### src/rtl/dac_ws_pkg.sv
package dac_ws_pkg;

  typedef enum logic [1:0] {
    FMT_OFFSET = 2'd0,
    FMT_TWOS   = 2'd1,
    FMT_SIGNM  = 2'd2,
    FMT_SIGNM2 = 2'd3
  } code_fmt_e;

  // Symmetric saturation of a signed value to +/- lim
  function automatic int clamp_sym(input int v, input int lim);
    int r;
    r = v;
    if (r > lim) r = lim;
    if (r < -lim) r = -lim;
    return r;
  endfunction

  // Absolute value as an unsigned 32-bit vector
  function automatic logic [31:0] abs_u32(input int v);
    logic [31:0] r;
    if (v < 0) r = 32'(-v);
    else r = 32'(v);
    return r;
  endfunction

endpackage

### src/rtl/dac_code_conv.sv
module dac_code_conv
  import dac_ws_pkg::*;
#(
  parameter int CODE_W = 8,
  parameter int MAG_W  = 5
) (
  input  logic [CODE_W-1:0] code,
  input  logic [1:0]        fmt,
  output logic              sign,
  output logic [MAG_W-1:0]  mag
);
  localparam int LIM = (1 << MAG_W) - 1;

  int          val_raw;
  int          val_sat;
  logic [31:0] val_abs;
  code_fmt_e   fmt_e;

  always_comb begin
    fmt_e = code_fmt_e'(fmt);
    case (fmt_e)
      FMT_OFFSET: val_raw = int'(code) - LIM;
      FMT_TWOS:   val_raw = int'($signed(code));
      default: begin
        if (code[MAG_W]) val_raw = -int'(code[MAG_W-1:0]);
        else val_raw = int'(code[MAG_W-1:0]);
      end
    endcase
    val_sat = clamp_sym(val_raw, LIM);
    val_abs = abs_u32(val_sat);
    mag     = val_abs[MAG_W-1:0];
    // zero is always stored positive
    sign    = (val_sat < 0);
  end

endmodule

### src/rtl/dac_sync_ctrl.sv
module dac_sync_ctrl (
  input  logic clk,
  input  logic rst_n,
  input  logic wr_en,
  input  logic sync_wr,
  input  logic sync_arm,
  input  logic upd_tick,
  output logic ld_direct,
  output logic ld_pend,
  output logic capture,
  output logic sync_done,
  output logic stall,
  output logic armed_q,
  output logic active_q
);
  logic pend_q;
  logic active_now;
  logic accept;
  logic arm_set;

  assign active_now = active_q | upd_tick;
  assign accept     = wr_en & ~pend_q;
  assign arm_set    = sync_wr & sync_arm & ~pend_q;

  logic blind;
  logic sync_direct;
  assign blind       = accept & ~armed_q;
  assign sync_direct = accept & armed_q & active_now;
  assign capture     = accept & armed_q & ~active_now;
  assign ld_pend     = pend_q & upd_tick;
  assign ld_direct   = blind | sync_direct;
  assign sync_done   = sync_direct | ld_pend;
  assign stall       = pend_q;

  always_ff @(posedge clk) begin
    if (!rst_n) begin
      armed_q  <= 1'b0;
      active_q <= 1'b0;
      pend_q   <= 1'b0;
    end else begin
      if (arm_set) armed_q <= 1'b1;
      else if (sync_done) armed_q <= 1'b0;

      if (sync_done) active_q <= 1'b0;
      else if (upd_tick) active_q <= 1'b1;

      if (capture) pend_q <= 1'b1;
      else if (ld_pend) pend_q <= 1'b0;
    end
  end

endmodule

### src/rtl/dac_ctrl_reg.sv
module dac_ctrl_reg #(
  parameter int MAG_W = 5,
  localparam int CTRL_W = MAG_W + 3
) (
  input  logic              clk,
  input  logic              rst_n,
  input  logic              ld_direct,
  input  logic              ld_pend,
  input  logic              capture,
  input  logic              range_in,
  input  logic              sign_in,
  input  logic [MAG_W-1:0]  mag_in,
  output logic [CTRL_W-1:0] ctrl_q
);
  logic [CTRL_W-1:0] next_word;
  logic [CTRL_W-1:0] pend_word_q;

  assign next_word = {range_in, 1'b0, sign_in, mag_in};

  always_ff @(posedge clk) begin
    if (!rst_n) begin
      ctrl_q      <= '0;
      pend_word_q <= '0;
    end else begin
      if (capture) pend_word_q <= next_word;
      if (ld_pend) ctrl_q <= pend_word_q;
      else if (ld_direct) ctrl_q <= next_word;
    end
  end

endmodule

### src/rtl/dac_write_sync.sv
module dac_write_sync #(
  parameter int CODE_W = 8,
  parameter int MAG_W  = 5,
  localparam int CTRL_W = MAG_W + 3
) (
  input  logic              clk,
  input  logic              rst_n,
  input  logic              wr_en,
  input  logic [CODE_W-1:0] wr_code,
  input  logic [1:0]        wr_fmt,
  input  logic              wr_range,
  input  logic              sync_wr,
  input  logic              sync_arm,
  input  logic              upd_tick,
  output logic              stall,
  output logic [CTRL_W-1:0] ctrl_reg
);
  logic             cv_sign;
  logic [MAG_W-1:0] cv_mag;
  logic             ev_ld_direct;
  logic             ev_ld_pend;
  logic             ev_capture;
  logic             ev_sync_done;
  logic             st_armed;
  logic             st_active;

  dac_code_conv #(.CODE_W(CODE_W), .MAG_W(MAG_W)) u_conv (
    .code (wr_code),
    .fmt  (wr_fmt),
    .sign (cv_sign),
    .mag  (cv_mag)
  );

  dac_sync_ctrl u_sync (
    .clk       (clk),
    .rst_n     (rst_n),
    .wr_en     (wr_en),
    .sync_wr   (sync_wr),
    .sync_arm  (sync_arm),
    .upd_tick  (upd_tick),
    .ld_direct (ev_ld_direct),
    .ld_pend   (ev_ld_pend),
    .capture   (ev_capture),
    .sync_done (ev_sync_done),
    .stall     (stall),
    .armed_q   (st_armed),
    .active_q  (st_active)
  );

  dac_ctrl_reg #(.MAG_W(MAG_W)) u_reg (
    .clk       (clk),
    .rst_n     (rst_n),
    .ld_direct (ev_ld_direct),
    .ld_pend   (ev_ld_pend),
    .capture   (ev_capture),
    .range_in  (wr_range),
    .sign_in   (cv_sign),
    .mag_in    (cv_mag),
    .ctrl_q    (ctrl_reg)
  );

endmodule

### config.mk
export PLATFORM = sky130hd
export DESIGN_NAME = dac_write_sync
export DESIGN_NICKNAME = d
export VERILOG_FILES = /design/src/rtl/dac_ws_pkg.sv /design/src/rtl/dac_code_conv.sv /design/src/rtl/dac_sync_ctrl.sv /design/src/rtl/dac_ctrl_reg.sv /design/src/rtl/dac_write_sync.sv
export SDC_FILE = /design/constraint.sdc
export NUM_CORES = 1
export LEC_CHECK = 0
export BUFFER_PORTS_ARGS = -buffer_cell sky130_fd_sc_hd__buf_2
export CELL_PAD_IN_SITES_DETAIL_PLACEMENT = 0
export CELL_PAD_IN_SITES_GLOBAL_PLACEMENT = 1
export CORE_AREA = 3 3 61 63
export CTS_CLUSTER_SIZE = 28
export DETAILED_ROUTE_END_ITERATION = 6
export DIE_AREA = 0 0 64 66
export PLACE_DENSITY = 0.94
export SETUP_SLACK_MARGIN = 0.15
export SLEW_MARGIN = 5
export SYNTH_ARGS = -nofsm -noshare
export SYNTH_HDL_FRONTEND = slang
export SYNTH_SLANG_ARGS = --single-unit
### constraint.sdc
create_clock -name clk -period 9.4 [get_ports clk]
set_input_delay 0.94 -clock clk [delete_from_list [all_inputs] [get_ports clk]]
set_output_delay 0.94 -clock clk [all_outputs]
set_load 0.02 [all_outputs]
### Word-level counts from Yosys, hierarchy flattened

Index checks and enable logic that the tools add are counted.

| cells by class | value |
|---|---|
| $lt $le $gt $ge | 3 |
| add/sub/neg operators | 3 |
| multiplexer cells | 11 |
| reduce and logical (&&, ||, !) cells | 5 |
| equality and inequality tests | 1 |
| bitwise operators | 15 |

Operators by type and width:

| operator | count |
|---|---|
| $mux 32 | 3 |
| $pmux 32 s2 | 1 |
| $gt 32x6->1 const B | 1 |
| $lt 32x1->1 const B | 1 |
| $lt 32x6->1 const B | 1 |
| $neg 5->32 | 1 |
| $mux 8 | 2 |
| $sub 8x5->9 const B | 1 |
| $and 1x1->1 | 8 |
| $reduce_bool 2->1 | 3 |
| $mux 5 | 1 |
| $neg 5->5 | 1 |
| $mux 1 | 4 |
| $not 1->1 | 4 |
| $or 1x1->1 | 3 |
| $eq 2x1->1 const B | 1 |
| $logic_not 2->1 | 1 |
| $reduce_or 2->1 | 1 |

| storage, ports and cells | value |
|---|---|
| word-level logic and storage cells | 43 |
| output and inout port bits | 9 |
| flip-flop bits (word level) | 18 |

### Depth between registers and ports, before layout

Gate-level depths: netlist (run 1).

| depth | value |
|---|---|
| depth in word-level cells | 11 |
| mapped depth | 19 |
| depth with buffers taken out | 17 |

### Cells and area by module

From an unflattened synthesis (run 1), not the netlist that was laid out.

| unflattened totals | value |
|---|---|
| cell total of the unflattened synthesis | 166 |
| area total of the unflattened synthesis | 1,476.4 um^2 |

By module, submodules not included:

| module | cells an instance | instances | area each (um^2) |
|---|---|---|---|
| dac_ctrl_reg | 55 | 1 | 649.4 |
| dac_code_conv | 91 | 1 | 646.9 |
| dac_sync_ctrl | 20 | 1 | 180.2 |

### Least setup slack after synthesis (run 1)

No wires, ideal clock.

| timing path | value |
|---|---|
| kind | input port to flip-flop |
| start point | in wr_code[0] |
| end point | reg u_reg.pend_word_q[4] |
| library setup time | 77 ps |
| stages | 18 |
| data required time | 9,323 ps |
| arrival time | 4,079 ps |
| path buffers | 2 |
| slack | 5,244 ps |
| cell sequence | buf_2 -> inv_1 -> ha_1 -> and2_1 -> ha_1 -> nand2_1 -> o311ai_1 -> a31o_2 -> nand2_1 -> o311ai_0 -> ha_1 -> clkbuf_1 -> inv_1 -> and3_1 -> ha_1 -> a31o_2 -> or4_4 -> a41oi_2 |

| on the way | value |
|---|---|
| word-level cells in the longest chain between the ends | 9 |
| elaborated cells on any way between the ends | 11 |
| those cells by class | add/sub (3); order compare (3); mux (5) |

Ends and longest elaborated chain:

| item | line | source |
|---|---|---|
| start, declared | dac_write_sync.sv:9 | `input logic [CODE_W-1:0] wr_code,` |
| $neg 5->32 | dac_code_conv.sv:25 | `if (code[MAG_W]) val_raw = -int'(code[MAG_W-1:0]);` |
| $mux 32 | dac_code_conv.sv:25 |  |
| $pmux 32 s2 * | dac_code_conv.sv:21 | `case (fmt_e)` |
| $gt 32x6->1 | dac_ws_pkg.sv:14 | `if (r > lim) r = lim;` |
| $mux 32 * | dac_ws_pkg.sv:14 |  |
| $lt 32x6->1 | dac_ws_pkg.sv:15 | `if (r < -lim) r = -lim;` |
| $mux 32 * | dac_ws_pkg.sv:15 |  |
| $lt 32x1->1 or $neg 5->5 (tied branches) | dac_ws_pkg.sv:22 | `if (v < 0) r = 32'(-v);` |
| $mux 5 * | dac_ws_pkg.sv:22 |  |
| end signal, assigned | dac_ctrl_reg.sv:25 | `if (capture) pend_word_q <= next_word;` |
| end, declared | dac_ctrl_reg.sv:16 | `logic [CTRL_W-1:0] pend_word_q;` |

Every way passes the cells marked *; elsewhere a longest branch is shown, timed or not.
A chain may end at the register's enable or synchronous reset.

### Worst setup path in the final report (run 1)

Ends and elaborated chain as after synthesis.

==> results of run 1 <==
-- registers in the layout, summed over array words and instances, names as in the netlist --
| register | flops |
|---|---|
| u_reg.pend_word_q | 7 |
| u_reg.ctrl_q | 7 |
| u_sync.stall | 1 |
| u_sync.active_q | 1 |
| u_sync.armed_q | 1 |
-- power by group --
| group | internal (mW) | switching, mW |
|---|---|---|
| combinational | 0.0238 | 0.0394 |
| clock | 0.0165 | 0.0210 |
| sequential | 0.0766 | 0.00239 |
-- critical path, stage by stage --
cell and delay, ps:
sky130_fd_sc_hd__buf_2 150, sky130_fd_sc_hd__ha_1 240, sky130_fd_sc_hd__nand4_1 150, sky130_fd_sc_hd__a32oi_1 150, sky130_fd_sc_hd__o21ai_0 450, sky130_fd_sc_hd__a31o_2 250
sky130_fd_sc_hd__nand2_1 60, sky130_fd_sc_hd__o311ai_0 290, sky130_fd_sc_hd__ha_1 370, sky130_fd_sc_hd__inv_1 160, sky130_fd_sc_hd__o21ai_0 140, sky130_fd_sc_hd__ha_1 230
sky130_fd_sc_hd__a31o_2 210, sky130_fd_sc_hd__or4_4 420, sky130_fd_sc_hd__a41oi_2 200
-- kinds of logic (layout without fill, tap and decap cells) --
logic type               after synthesis  count (layout)
AO/OA/AOI/OAI                         67              67
flip-flops                            17              17
XOR/XNOR                               4               4
AND/OR/NAND/NOR                       61              61
buffers and inverters                 25              39
other                                  1               1
adder cells (fa/ha/maj)                5               5
multiplexers                           2               2
-- metrics by stage --
stage | util [%] | instances | hold slack [ps] | instance area (um^2)
CTS | 45.4 | 242 | 480 | 1490
global route | 45.4 | 242 | 515 | 1490
global placement | 44.6 | 238 | 455 | 1460
detailed placement | 44.6 | 238 | 464 | 1460
finish | 45.4 | 242 | 476 | 1490
floorplan | - | 182 | 446 | 1370
-- synthesized netlist by cell type, drive strengths merged, types with 2 or more instances --
cell / count / area (um^2)
nor2: 23 / 93.8
dfxtp: 17 / 340
nand2: 15 / 56.3
a21oi: 13 / 68.8
o21ai: 12 / 60.1
inv: 11 / 41.3
clkbuf: 8 / 30.0
buf: 6 / 51.3
a311oi: 5 / 50.0
a31oi: 5 / 31.3
ha: 5 / 62.6
a41oi: 4 / 42.6
nand3: 4 / 20.0
o22ai: 4 / 25.0
a211oi: 3 / 22.5
and3: 3 / 18.8
nor3: 3 / 15.0
xnor2: 3 / 26.3
a31o: 2 / 17.5
and2: 2 / 12.5
mux2i: 2 / 20.0
o2111ai: 2 / 17.5
o21a: 2 / 15.0
o221ai: 2 / 17.5
o311ai: 2 / 17.5
-- final timing paths --
path,endpoint
setup reg to reg,u_reg.ctrl_q[2]
hold / removal,u_reg.ctrl_q[0]
hold reg to reg,u_reg.ctrl_q[0]
setup / recovery,u_reg.pend_word_q[4]
-- per-layer routing --
metal | up-vias | wire length, um | track usage [%]
li1 | 706 | - | -
met1 | 636 | 1480 | 19.7
met2 | 36 | 1400 | 24.6
met3 | 2 | 156 | 2.04
met4 | 0 | 14 | 4.85
met5 | - | 0 | 0
-- cell type report --
class                      count  share of cell area [%]
timing repair buffer          24                    8.06
multi-input combinational    140                    60.7
inverter                      11                    2.77
sequential                    17                    22.8
tap                           46                    3.86
clock buffer                   4                    1.76
==> impl_metrics.xml, run 1 <==
<?xml version="1.0" encoding="UTF-8"?>
<metrics>
  <group name="cells_and_area">
    <metric name="layout_fillers" unit="">329</metric>
    <metric name="antennaDiodeCount" unit="">0</metric>
    <metric name="final_common_cell" unit="">sky130_fd_sc_hd__buf_2</metric>
    <metric name="numnets_final" unit="">219</metric>
    <metric name="syn_to_final_growth" unit="%">8.97</metric>
    <metric name="mostFrequentLayoutCells" unit="">sky130_fd_sc_hd__buf_2, sky130_fd_sc_hd__nor2_1, sky130_fd_sc_hd__dfxtp_1</metric>
    <metric name="seqCellArea" unit="um^2">340</metric>
    <metric name="final_layout_size_suffix_gt1_share" unit="%">17.9</metric>
    <metric name="multi_input_comb_area" unit="um^2">905</metric>
  </group>
  <group name="synth">
    <metric name="sequential_fraction_of_the_synthesis_area" unit="%">24.9</metric>
    <metric name="postSynth.topFlopCell" unit="">sky130_fd_sc_hd__dfxtp_1</metric>
    <metric name="synth_top_family_by_area" unit="">compound AO/OA/AOI/OAI gates</metric>
    <metric name="post_synth.cell_area_avg" unit="um^2">7.51</metric>
    <metric name="netlist_instances" unit="">182</metric>
    <metric name="synth_edf_count" unit="">0</metric>
    <metric name="synth_mux_area_share" unit="%">1.46</metric>
    <metric name="yosys_register_bits" unit="">17</metric>
    <metric name="mappedNetlistNets" unit="">204</metric>
    <metric name="syn_area" unit="um^2">1370</metric>
    <metric name="yosys.area_share.simple" unit="%">22.2</metric>
    <metric name="ys.warnings.count" unit="">0</metric>
    <metric name="synth_compound_gate_area_share" unit="%">35.0</metric>
    <metric name="synth.distinct_cells" unit="">57</metric>
    <metric name="synthXorXnorAreaFrac" unit="%">2.56</metric>
    <metric name="yosys.area_share.adder" unit="%">4.57</metric>
    <metric name="synth-async-reset-ratio" unit="%">0</metric>
  </group>
  <group name="critical_path">
    <metric name="timing.critical_path.arrival" unit="ps">4410</metric>
    <metric name="setup.reg_to_reg.worst_slack" unit="ps">7570</metric>
    <metric name="worstSetupStartpointType" unit="">input port</metric>
    <metric name="crit_path_max_fanout" unit="">8</metric>
    <metric name="cp-end-kind" unit="">register</metric>
    <metric name="criticalPathCategory" unit="">in2reg</metric>
    <metric name="crit-reg2reg-launch" unit="">u_sync.stall</metric>
    <metric name="worst-endpoint-required" unit="ps">9610</metric>
    <metric name="r2r.worst_path.cells" unit="">5</metric>
    <metric name="crit_start" unit="">wr_code[0]</metric>
  </group>
  <group name="sta">
    <metric name="drv_slew" unit="">0</metric>
    <metric name="finalHoldViolCount" unit="">0</metric>
    <metric name="final_period_minus_worst_setup_slack" unit="ps">4190</metric>
    <metric name="rsz0062_at_grt" unit="">false</metric>
    <metric name="fmax" unit="MHz">239</metric>
    <metric name="timing_worst_slew_pin_value" unit="ps">726</metric>
    <metric name="finalWorstSetupSlack" unit="ps">5210</metric>
    <metric name="period_share" unit="%">44.6</metric>
    <metric name="final.setup.tns" unit="ps">0</metric>
    <metric name="max_slew_margin" unit="%">51.6</metric>
    <metric name="finalSetupViolations" unit="">0</metric>
    <metric name="final.setup_skew" unit="ps">1.09</metric>
  </group>
  <group name="global_route">
    <metric name="grt_remaining_overflow" unit="">0</metric>
    <metric name="wire_length_of_the_first_global_routing_pass" unit="mm">5.11</metric>
    <metric name="antenna_found_initial" unit="">0</metric>
    <metric name="grt_max_degree" unit="">19</metric>
    <metric name="groute.usage.overall" unit="%">14.8</metric>
    <metric name="first_global_vias" unit="">1154</metric>
  </group>
  <group name="drt">
    <metric name="route.detailed.vias_per_inst" unit="">5.70</metric>
    <metric name="post_drt_wl_per_cell" unit="um">12.6</metric>
    <metric name="drt-initial-drc-count" unit="">97</metric>
    <metric name="drt_wl_total" unit="mm">3.06</metric>
    <metric name="drt_drc_violations_left" unit="">0</metric>
    <metric name="first_pass_iters" unit="">4</metric>
    <metric name="vias" unit="">1380</metric>
    <metric name="final_antenna_net_count" unit="">0</metric>
  </group>
  <group name="die">
    <metric name="start_util" unit="%">41.6</metric>
    <metric name="io-pin-count" unit="">26</metric>
    <metric name="die-area" unit="um^2">4220</metric>
    <metric name="fp.coreArea" unit="um^2">3280</metric>
    <metric name="die_width" unit="um">64</metric>
    <metric name="placement_rows" unit="">21</metric>
    <metric name="die_height" unit="um">66</metric>
  </group>
  <group name="placement">
    <metric name="placement.io_buffers" unit="">24</metric>
    <metric name="detailed_place_hpwl" unit="mm">2.36</metric>
    <metric name="gp_congestion" unit="">0.877</metric>
    <metric name="dpl_worst_slack" unit="ps">4960</metric>
  </group>
  <group name="cts">
    <metric name="worst_skew_pair.late_latency" unit="ps">280</metric>
    <metric name="cts.path.max_buffers" unit="">2</metric>
    <metric name="cts_tree" unit="">done</metric>
    <metric name="ctsResizeCount" unit="">0</metric>
    <metric name="clk_pin_slew_worst_paths" unit="ps">90</metric>
    <metric name="cts_num_sinks" unit="">17</metric>
    <metric name="number_of_buffers_created_by_cts" unit="">3</metric>
    <metric name="cts.htree.levels" unit="">1</metric>
    <metric name="post_cts_hold_buffer_count" unit="">0</metric>
    <metric name="clock-root-buffer" unit="">sky130_fd_sc_hd__clkbuf_4</metric>
    <metric name="cts.repair_timing.setup_buffer_count" unit="">0</metric>
  </group>
  <group name="outcome">
    <metric name="status" unit="">completed</metric>
  </group>
  <group name="worst_hold_path">
    <metric name="worst_hold_path_type" unit="">reg2reg</metric>
    <metric name="hold_path_depth" unit="">2</metric>
    <metric name="hp-start" unit="">u_reg.ctrl_q[0]</metric>
  </group>
  <group name="pwr">
    <metric name="vdd_ir_drop_max" unit="mV">0.0489</metric>
    <metric name="leakage" unit="nW">0.594</metric>
    <metric name="total_power" unit="mW">0.180</metric>
    <metric name="power-per-cell-area" unit="nW/um^2">121</metric>
  </group>
  <group name="run">
    <metric name="max_cap_violations" unit="">0</metric>
  </group>
</metrics>
Power figures use the tool's default switching activity.
==> run 2, diff against run 1 <==
- ABC_AREA: not set -> 1
- CORE_AREA: 3 3 61 63 -> 3 3 67 69
- DIE_AREA: 0 0 64 66 -> 0 0 70 72
- PLACE_DENSITY: 0.94 -> 0.84
- clock period: 9.4 -> 3.6 ns (I/O delays scaled with it)
==> impl_metrics.xml, run 2 <==
<?xml version="1.0" encoding="UTF-8"?>
<metrics>
  <group name="outcome">
    <metric name="status" unit="">completed</metric>
  </group>
  <group name="synth">
    <metric name="syn_area" unit="um^2">1290</metric>
    <metric name="post_synth.cell_area_avg" unit="um^2">6.21</metric>
    <metric name="synth-async-reset-ratio" unit="%">0</metric>
    <metric name="postSynth.topFlopCell" unit="">sky130_fd_sc_hd__dfxtp_1</metric>
    <metric name="netlist_top_cells_count" unit="">sky130_fd_sc_hd__nand2_1, sky130_fd_sc_hd__inv_1, sky130_fd_sc_hd__nor2_1</metric>
    <metric name="yosys_register_bits" unit="">17</metric>
    <metric name="mappedNetlistNets" unit="">230</metric>
    <metric name="leading_area_contributor_after_synthesis" unit="">sky130_fd_sc_hd__dfxtp_1</metric>
    <metric name="netlist_instances" unit="">208</metric>
    <metric name="sequential_fraction_of_the_synthesis_area" unit="%">26.4</metric>
    <metric name="dominant_cell_by_count_in_the_synthesized_netlist" unit="">sky130_fd_sc_hd__nand2_1</metric>
    <metric name="synth.distinct_cells" unit="">28</metric>
    <metric name="ys.warnings.count" unit="">0</metric>
    <metric name="synth_edf_count" unit="">0</metric>
    <metric name="synthTopCellsByArea" unit="">sky130_fd_sc_hd__dfxtp_1, sky130_fd_sc_hd__nand2_1, sky130_fd_sc_hd__inv_1, sky130_fd_sc_hd__o21ai_0, sky130_fd_sc_hd__a21oi_1</metric>
    <metric name="synth.top_cell.area_share" unit="%">26.4</metric>
  </group>
  <group name="cts">
    <metric name="cts_num_sinks" unit="">17</metric>
    <metric name="post_cts_hold_buffer_count" unit="">0</metric>
    <metric name="clk_pin_slew_worst_paths" unit="ps">70</metric>
    <metric name="cts.path.max_buffers" unit="">2</metric>
    <metric name="ctsResizeCount" unit="">0</metric>
    <metric name="number_of_buffers_created_by_cts" unit="">3</metric>
    <metric name="cts.htree.levels" unit="">1</metric>
    <metric name="clock-root-buffer" unit="">sky130_fd_sc_hd__clkbuf_8</metric>
    <metric name="worst_skew_pair.late_latency" unit="ps">250</metric>
    <metric name="cts_tree" unit="">done</metric>
    <metric name="cts.repair_timing.setup_buffer_count" unit="">0</metric>
  </group>
  <group name="drt">
    <metric name="drt_drc_violations_left" unit="">0</metric>
    <metric name="vias" unit="">1283</metric>
    <metric name="drt_wl_total" unit="mm">2.68</metric>
    <metric name="first_pass_iters" unit="">4</metric>
    <metric name="final_antenna_net_count" unit="">0</metric>
    <metric name="post_drt_wl_per_cell" unit="um">9.44</metric>
    <metric name="drt-initial-drc-count" unit="">87</metric>
    <metric name="route.detailed.vias_per_inst" unit="">4.52</metric>
  </group>
  <group name="critical_path">
    <metric name="cpLargestDelayFamily" unit="">adder cells</metric>
    <metric name="timing.critical_path.slowest_stage_cell" unit="">sky130_fd_sc_hd__ha_1</metric>
    <metric name="wp_buf_inv" unit="">3</metric>
    <metric name="timing.critical_path.arrival" unit="ps">3030</metric>
    <metric name="criticalPathCategory" unit="">in2reg</metric>
    <metric name="worst-endpoint-required" unit="ps">3730</metric>
    <metric name="worstSetupStartpointType" unit="">input port</metric>
    <metric name="critical_path.cell_chain" unit="">buf_2 -&gt; inv_1 -&gt; ha_1 -&gt; nand2_1 -&gt; nor2_1 -&gt; ha_1 -&gt; nor2_1 -&gt; a21oi_1 -&gt; o21ai_0 -&gt; nand2_1 -&gt; o21ai_0 -&gt; ha_1 -&gt; inv_1 -&gt; o21ai_2 -&gt; ha_1 -&gt; nand2_1 -&gt; o21ai_0 -&gt; o21ai_1 -&gt; a21oi_1</metric>
    <metric name="cpPeakStageDelay" unit="ps">280</metric>
    <metric name="cp-end-kind" unit="">register</metric>
    <metric name="crit_path_max_fanout" unit="">5</metric>
    <metric name="critPathMostFrequentCell" unit="">sky130_fd_sc_hd__ha_1</metric>
  </group>
  <group name="die">
    <metric name="placement_rows" unit="">23</metric>
    <metric name="io-pin-count" unit="">26</metric>
    <metric name="fp.coreArea" unit="um^2">3970</metric>
    <metric name="die-area" unit="um^2">5040</metric>
    <metric name="die_height" unit="um">72</metric>
    <metric name="die_width" unit="um">70</metric>
    <metric name="start_util" unit="%">32.5</metric>
  </group>
  <group name="cells_and_area">
    <metric name="mostFrequentLayoutCells" unit="">sky130_fd_sc_hd__nand2_1, sky130_fd_sc_hd__inv_1, sky130_fd_sc_hd__buf_2</metric>
    <metric name="final_layout_size_suffix_gt1_share" unit="%">22.6</metric>
    <metric name="syn_to_final_growth" unit="%">16.6</metric>
    <metric name="seqCellArea" unit="um^2">340</metric>
    <metric name="numnets_final" unit="">257</metric>
    <metric name="final_common_cell" unit="">sky130_fd_sc_hd__nand2_1</metric>
    <metric name="reg_top3" unit="">u_reg.ctrl_q: 7 flops, u_reg.pend_word_q: 7 flops</metric>
    <metric name="layout_fillers" unit="">457</metric>
    <metric name="multi_input_comb_area" unit="um^2">792</metric>
    <metric name="antennaDiodeCount" unit="">0</metric>
  </group>
  <group name="sta">
    <metric name="period_share" unit="%">80.6</metric>
    <metric name="final_period_minus_worst_setup_slack" unit="ps">2900</metric>
    <metric name="drv_slew" unit="">0</metric>
    <metric name="final.setup.tns" unit="ps">0</metric>
    <metric name="final.setup_skew" unit="ps">3.80</metric>
    <metric name="finalSetupViolations" unit="">0</metric>
    <metric name="finalHoldViolCount" unit="">0</metric>
    <metric name="timing_worst_slew_pin_value" unit="ps">540</metric>
    <metric name="rsz0062_at_grt" unit="">false</metric>
    <metric name="fmax" unit="MHz">345</metric>
    <metric name="max_slew_margin" unit="%">63.6</metric>
  </group>
  <group name="global_route">
    <metric name="first_global_vias" unit="">1188</metric>
    <metric name="wire_length_of_the_first_global_routing_pass" unit="mm">4.85</metric>
    <metric name="grt_max_degree" unit="">12</metric>
    <metric name="antenna_found_initial" unit="">0</metric>
    <metric name="grt_remaining_overflow" unit="">0</metric>
    <metric name="groute.usage.overall" unit="%">11.4</metric>
  </group>
  <group name="placement">
    <metric name="placement.io_buffers" unit="">24</metric>
    <metric name="detailed_place_hpwl" unit="mm">2.22</metric>
    <metric name="gp_congestion" unit="">0.836</metric>
  </group>
  <group name="pwr">
    <metric name="vdd_ir_drop_max" unit="mV">0.104</metric>
    <metric name="leakage" unit="nW">0.767</metric>
    <metric name="total_power" unit="mW">0.503</metric>
    <metric name="power-per-cell-area" unit="nW/um^2">334</metric>
  </group>
  <group name="run">
    <metric name="max_cap_violations" unit="">0</metric>
  </group>
  <group name="worst_hold_path">
    <metric name="worst_hold_path_type" unit="">in2reg</metric>
  </group>
</metrics>
run 2: where the power goes:
part           switching (mW)  internal (mW)
Clock                  0.0646         0.0767
Combinational           0.100         0.0549
Sequential            0.00527          0.202
Total                   0.170          0.333
run 2: metal layers:
metal	track usage, %	vias up	part of all wire, %
met1	13.8	539	50
li1	-	716	-
met2	20.1	24	45
met3	1.80	4	3.8
met4	4.47	0	1.5
met5	0	-	0
run 2: kinds of logic after synthesis:
| logic type | after synthesis | synth area share (%) |
|---|---|---|
| other | 1 | 0.290 |
| buffers and inverters | 39 | 12.3 |
| AOI/OAI and AO/OA | 44 | 18.7 |
| DFF | 17 | 26.4 |
| adders and majority gates | 5 | 4.84 |
| xor gates and xnor gates | 5 | 3.39 |
| and+or+nand+nor | 97 | 34.1 |
run 2: worst min-delay path, stage by stage:
cell and delay, ps:
sky130_fd_sc_hd__buf_2 90, sky130_fd_sc_hd__nor2_1 40, sky130_fd_sc_hd__nor2_1 90
run 2: path summary, 6_finish.rpt:
path / from / endpoint / slack, ps / depth (start not counted)
min: wr_range / u_reg.pend_word_q[7] / 360 / 3
min reg2reg: u_reg.ctrl_q[1] / u_reg.ctrl_q[1] / 460 / 2
max reg2reg: u_sync.stall / u_reg.ctrl_q[1] / 1700 / 8
max: wr_code[0] / u_reg.ctrl_q[1] / 700 / 19
run 2: area by class of cell:
class                   count  area share [%]
multi-input cells         152            52.6
flip-flops and latches     17            22.6
inverters                  37            9.56
repair buffers             24            7.98
well taps                  50            4.16
clock buffers               3            2.74
clock inverters             1           0.333
run 2: metrics by stage:
stage	hold slack, ps	std cells	instance area (um^2)	setup WS, ps	util [%]
floorplan	449	208	1290	867	-
global placement	448	280	1460	438	36.7
detailed placement	453	280	1460	400	36.7
CTS	360	284	1510	673	37.9
global route	388	284	1510	410	37.9
finish	363	284	1510	700	37.9
==> run 3, diff against run 2 <==
- ABC_AREA: 1 -> 0
- CORE_AREA: 3 3 67 69 -> 3 3 63 65
- DIE_AREA: 0 0 70 72 -> 0 0 66 68
- PLACE_DENSITY: 0.84 -> 0.89
- clock period: 3.6 -> 2.7 ns (I/O delays scaled with it)
==> impl_metrics.xml, run 3 (synthesis results as in run 1) <==
<?xml version="1.0" encoding="UTF-8"?>
<metrics>
  <group name="sta">
    <metric name="period_share" unit="%">103</metric>
    <metric name="drv_slew" unit="">0</metric>
    <metric name="finalHoldViolCount" unit="">0</metric>
    <metric name="hold-worst-slack" unit="ps">220</metric>
    <metric name="fmax" unit="MHz">359</metric>
    <metric name="final_period_minus_worst_setup_slack" unit="ps">2780</metric>
    <metric name="finalSetupViolations" unit="">2</metric>
    <metric name="final.setup_skew" unit="ps">6.96</metric>
    <metric name="max_slew_margin" unit="%">50.8</metric>
    <metric name="finalWorstSetupSlack" unit="ps">-83.2</metric>
    <metric name="timing_worst_slew_pin_value" unit="ps">739</metric>
    <metric name="rsz0062_at_grt" unit="">true</metric>
  </group>
  <group name="critical_path">
    <metric name="cp-end-kind" unit="">register</metric>
    <metric name="worst-endpoint-required" unit="ps">2930</metric>
    <metric name="crit-reg2reg-launch" unit="">u_sync.stall</metric>
    <metric name="critPathMostFrequentCell" unit="">sky130_fd_sc_hd__ha_4</metric>
    <metric name="setup.reg_to_reg.worst_slack" unit="ps">870</metric>
    <metric name="criticalPathCategory" unit="">in2reg</metric>
    <metric name="critical_path.cell_chain" unit="">buf_8 -&gt; ha_4 -&gt; or3b_1 -&gt; and3_4 -&gt; a211o_1 -&gt; o311ai_2 -&gt; ha_1 -&gt; inv_6 -&gt; o21ai_4 -&gt; ha_4 -&gt; a31o_4 -&gt; or4_4 -&gt; a31oi_1</metric>
    <metric name="timing.critical_path.arrival" unit="ps">3010</metric>
    <metric name="worstSetupStartpointType" unit="">input port</metric>
    <metric name="crit_path_max_fanout" unit="">4</metric>
    <metric name="cpPeakStageDelay" unit="ps">420</metric>
    <metric name="timing.critical_path.slowest_stage_cell" unit="">sky130_fd_sc_hd__or4_4</metric>
    <metric name="regToRegEndpoint" unit="">u_reg.ctrl_q[2]</metric>
    <metric name="r2r.worst_path.cells" unit="">5</metric>
  </group>
  <group name="drt">
    <metric name="post_drt_wl_per_cell" unit="um">13.6</metric>
    <metric name="drt-initial-drc-count" unit="">80</metric>
    <metric name="final_antenna_net_count" unit="">0</metric>
    <metric name="first_pass_iters" unit="">4</metric>
    <metric name="drt_drc_violations_left" unit="">0</metric>
    <metric name="drt_wl_total" unit="mm">3.86</metric>
    <metric name="route.detailed.vias_per_inst" unit="">5.50</metric>
    <metric name="vias" unit="">1557</metric>
  </group>
  <group name="die">
    <metric name="placement_rows" unit="">21</metric>
    <metric name="die-area" unit="um^2">4490</metric>
    <metric name="fp.coreArea" unit="um^2">3390</metric>
    <metric name="io-pin-count" unit="">26</metric>
    <metric name="die_width" unit="um">66</metric>
    <metric name="die_height" unit="um">68</metric>
    <metric name="start_util" unit="%">40.3</metric>
  </group>
  <group name="worst_hold_path">
    <metric name="hold_path_depth" unit="">3</metric>
    <metric name="hp-start" unit="">wr_range</metric>
    <metric name="whs_endpoint" unit="">u_reg.pend_word_q[7]</metric>
    <metric name="worst_hold_path_type" unit="">in2reg</metric>
  </group>
  <group name="pwr">
    <metric name="vdd_ir_drop_max" unit="mV">0.138</metric>
    <metric name="seqPwrFrac" unit="%">35.4</metric>
    <metric name="p_sw" unit="mW">0.281</metric>
    <metric name="leakage" unit="nW">0.820</metric>
    <metric name="switching_share" unit="%">36.2</metric>
    <metric name="internal-power" unit="mW">0.496</metric>
    <metric name="power_frac_clock" unit="%">18.0</metric>
    <metric name="portion_of_total_power_attributed_to_combinational_logic" unit="%">46.6</metric>
    <metric name="power-per-cell-area" unit="nW/um^2">383</metric>
  </group>
  <group name="placement">
    <metric name="gp_congestion" unit="">0.842</metric>
    <metric name="detailed_place.area" unit="um^2">1870</metric>
    <metric name="detailed_place_hpwl" unit="mm">3.03</metric>
    <metric name="dpl_worst_slack" unit="ps">-514</metric>
    <metric name="placement.io_buffers" unit="">24</metric>
  </group>
  <group name="cts">
    <metric name="clock-root-buffer" unit="">sky130_fd_sc_hd__clkbuf_4</metric>
    <metric name="cts_tree" unit="">done</metric>
    <metric name="clk_pin_slew_worst_paths" unit="ps">100</metric>
    <metric name="post_cts_hold_buffer_count" unit="">0</metric>
    <metric name="worst_skew_pair.late_latency" unit="ps">300</metric>
    <metric name="cts.path.max_buffers" unit="">2</metric>
    <metric name="cts_num_sinks" unit="">17</metric>
    <metric name="cts.htree.levels" unit="">1</metric>
    <metric name="number_of_buffers_created_by_cts" unit="">3</metric>
  </group>
  <group name="cells_and_area">
    <metric name="numnets_final" unit="">260</metric>
    <metric name="final_core_utilization" unit="%">59.9</metric>
    <metric name="syn_to_final_growth" unit="%">48.4</metric>
    <metric name="final_instance_area" unit="um^2">2030</metric>
    <metric name="mostFrequentLayoutCells" unit="">sky130_fd_sc_hd__buf_4, sky130_fd_sc_hd__buf_2, sky130_fd_sc_hd__nor2_1</metric>
    <metric name="final_layout_size_suffix_gt1_share" unit="%">44.7</metric>
    <metric name="antennaDiodeCount" unit="">0</metric>
    <metric name="reg_top3" unit="">u_reg.ctrl_q: 7 flops, u_reg.pend_word_q: 7 flops</metric>
    <metric name="final_common_cell" unit="">sky130_fd_sc_hd__buf_4</metric>
  </group>
  <group name="global_route">
    <metric name="groute.usage.overall" unit="%">18.8</metric>
    <metric name="grt_remaining_overflow" unit="">0</metric>
    <metric name="antenna_found_initial" unit="">0</metric>
    <metric name="grt_max_degree" unit="">16</metric>
    <metric name="first_global_vias" unit="">1444</metric>
    <metric name="wire_length_of_the_first_global_routing_pass" unit="mm">6.63</metric>
  </group>
  <group name="run">
    <metric name="max_cap_violations" unit="">0</metric>
  </group>
  <group name="outcome">
    <metric name="violations_in_the_final_reports" unit="">setup timing</metric>
    <metric name="status" unit="">finished, violations left</metric>
  </group>
</metrics>
-- run 3: worst max path at each step --
stage | startpoint | endpoint | slack (ps) | cells after the start
global route | wr_code[1] | u_reg.ctrl_q[4] | -250 | 15
global placement | wr_code[0] | u_reg.ctrl_q[4] | -450 | 13
CTS | wr_code[0] | u_reg.pend_word_q[4] | -120 | 15
finish | wr_code[1] | u_reg.ctrl_q[4] | -80 | 13
detailed placement | wr_code[0] | u_reg.ctrl_q[4] | -510 | 13
floorplan | wr_code[0] | u_reg.ctrl_q[4] | -380 | 15
-- run 3: area by class of cell --
| class | count | area, um^2 |
|---|---|---|
| Timing Repair Buffer | 65 | 452 |
| Sequential cell | 17 | 340 |
| Clock buffer | 3 | 22.5 |
| Tap cell | 46 | 57.6 |
| Inverter | 11 | 48.8 |
| Multi-Input combinational cell | 140 | 1100 |
| Clock inverter | 1 | 5.00 |
| Fill cell | 293 | 1360 |
-- run 3: what timing repair did --
item	4_1_cts	5_1_grt
pin swaps	8	9
setup buffers	3	1
resized for setup	19	7
setup endpoints to repair	7	7
-- run 3: per-stage QoR --
step | power, mW | cells | TNS (ps)
4_1_cts | 0.765 | 282 | -278
6_report | 0.777 | 283 | -157
5_1_grt | 0.826 | 283 | -766
3_3_place_gp | 0.588 | 275 | -2360
2_1_floorplan | 0.481 | 182 | -1330
3_5_place_dp | 0.601 | 275 | -2890
-- run 3: worst max-delay path, delay by kind of cell --
kind / cells / cell delay [ps]
compound gates: 5 / 960
fa+ha+maj: 3 / 630
buf+inv: 2 / 180
simple gates: 3 / 980
-- run 3: power groups by stage --
stage / logic, mW / registers [mW] / clock network [mW]
2_1_floorplan: 0.187 / 0.294 / 0
3_3_place_gp: 0.309 / 0.280 / 0
3_5_place_dp: 0.320 / 0.281 / 0
4_1_cts: 0.347 / 0.275 / 0.142
5_1_grt: 0.395 / 0.277 / 0.154
6_report: 0.362 / 0.275 / 0.140
-- run 3: routing by layer --
layer	GRT usage (%)	up-vias	share of wire, %
li1	-	795	-
met1	23.3	717	45
met2	32.8	35	48
met3	0.657	10	3.7
met4	10.4	0	3.8
met5	0	-	0
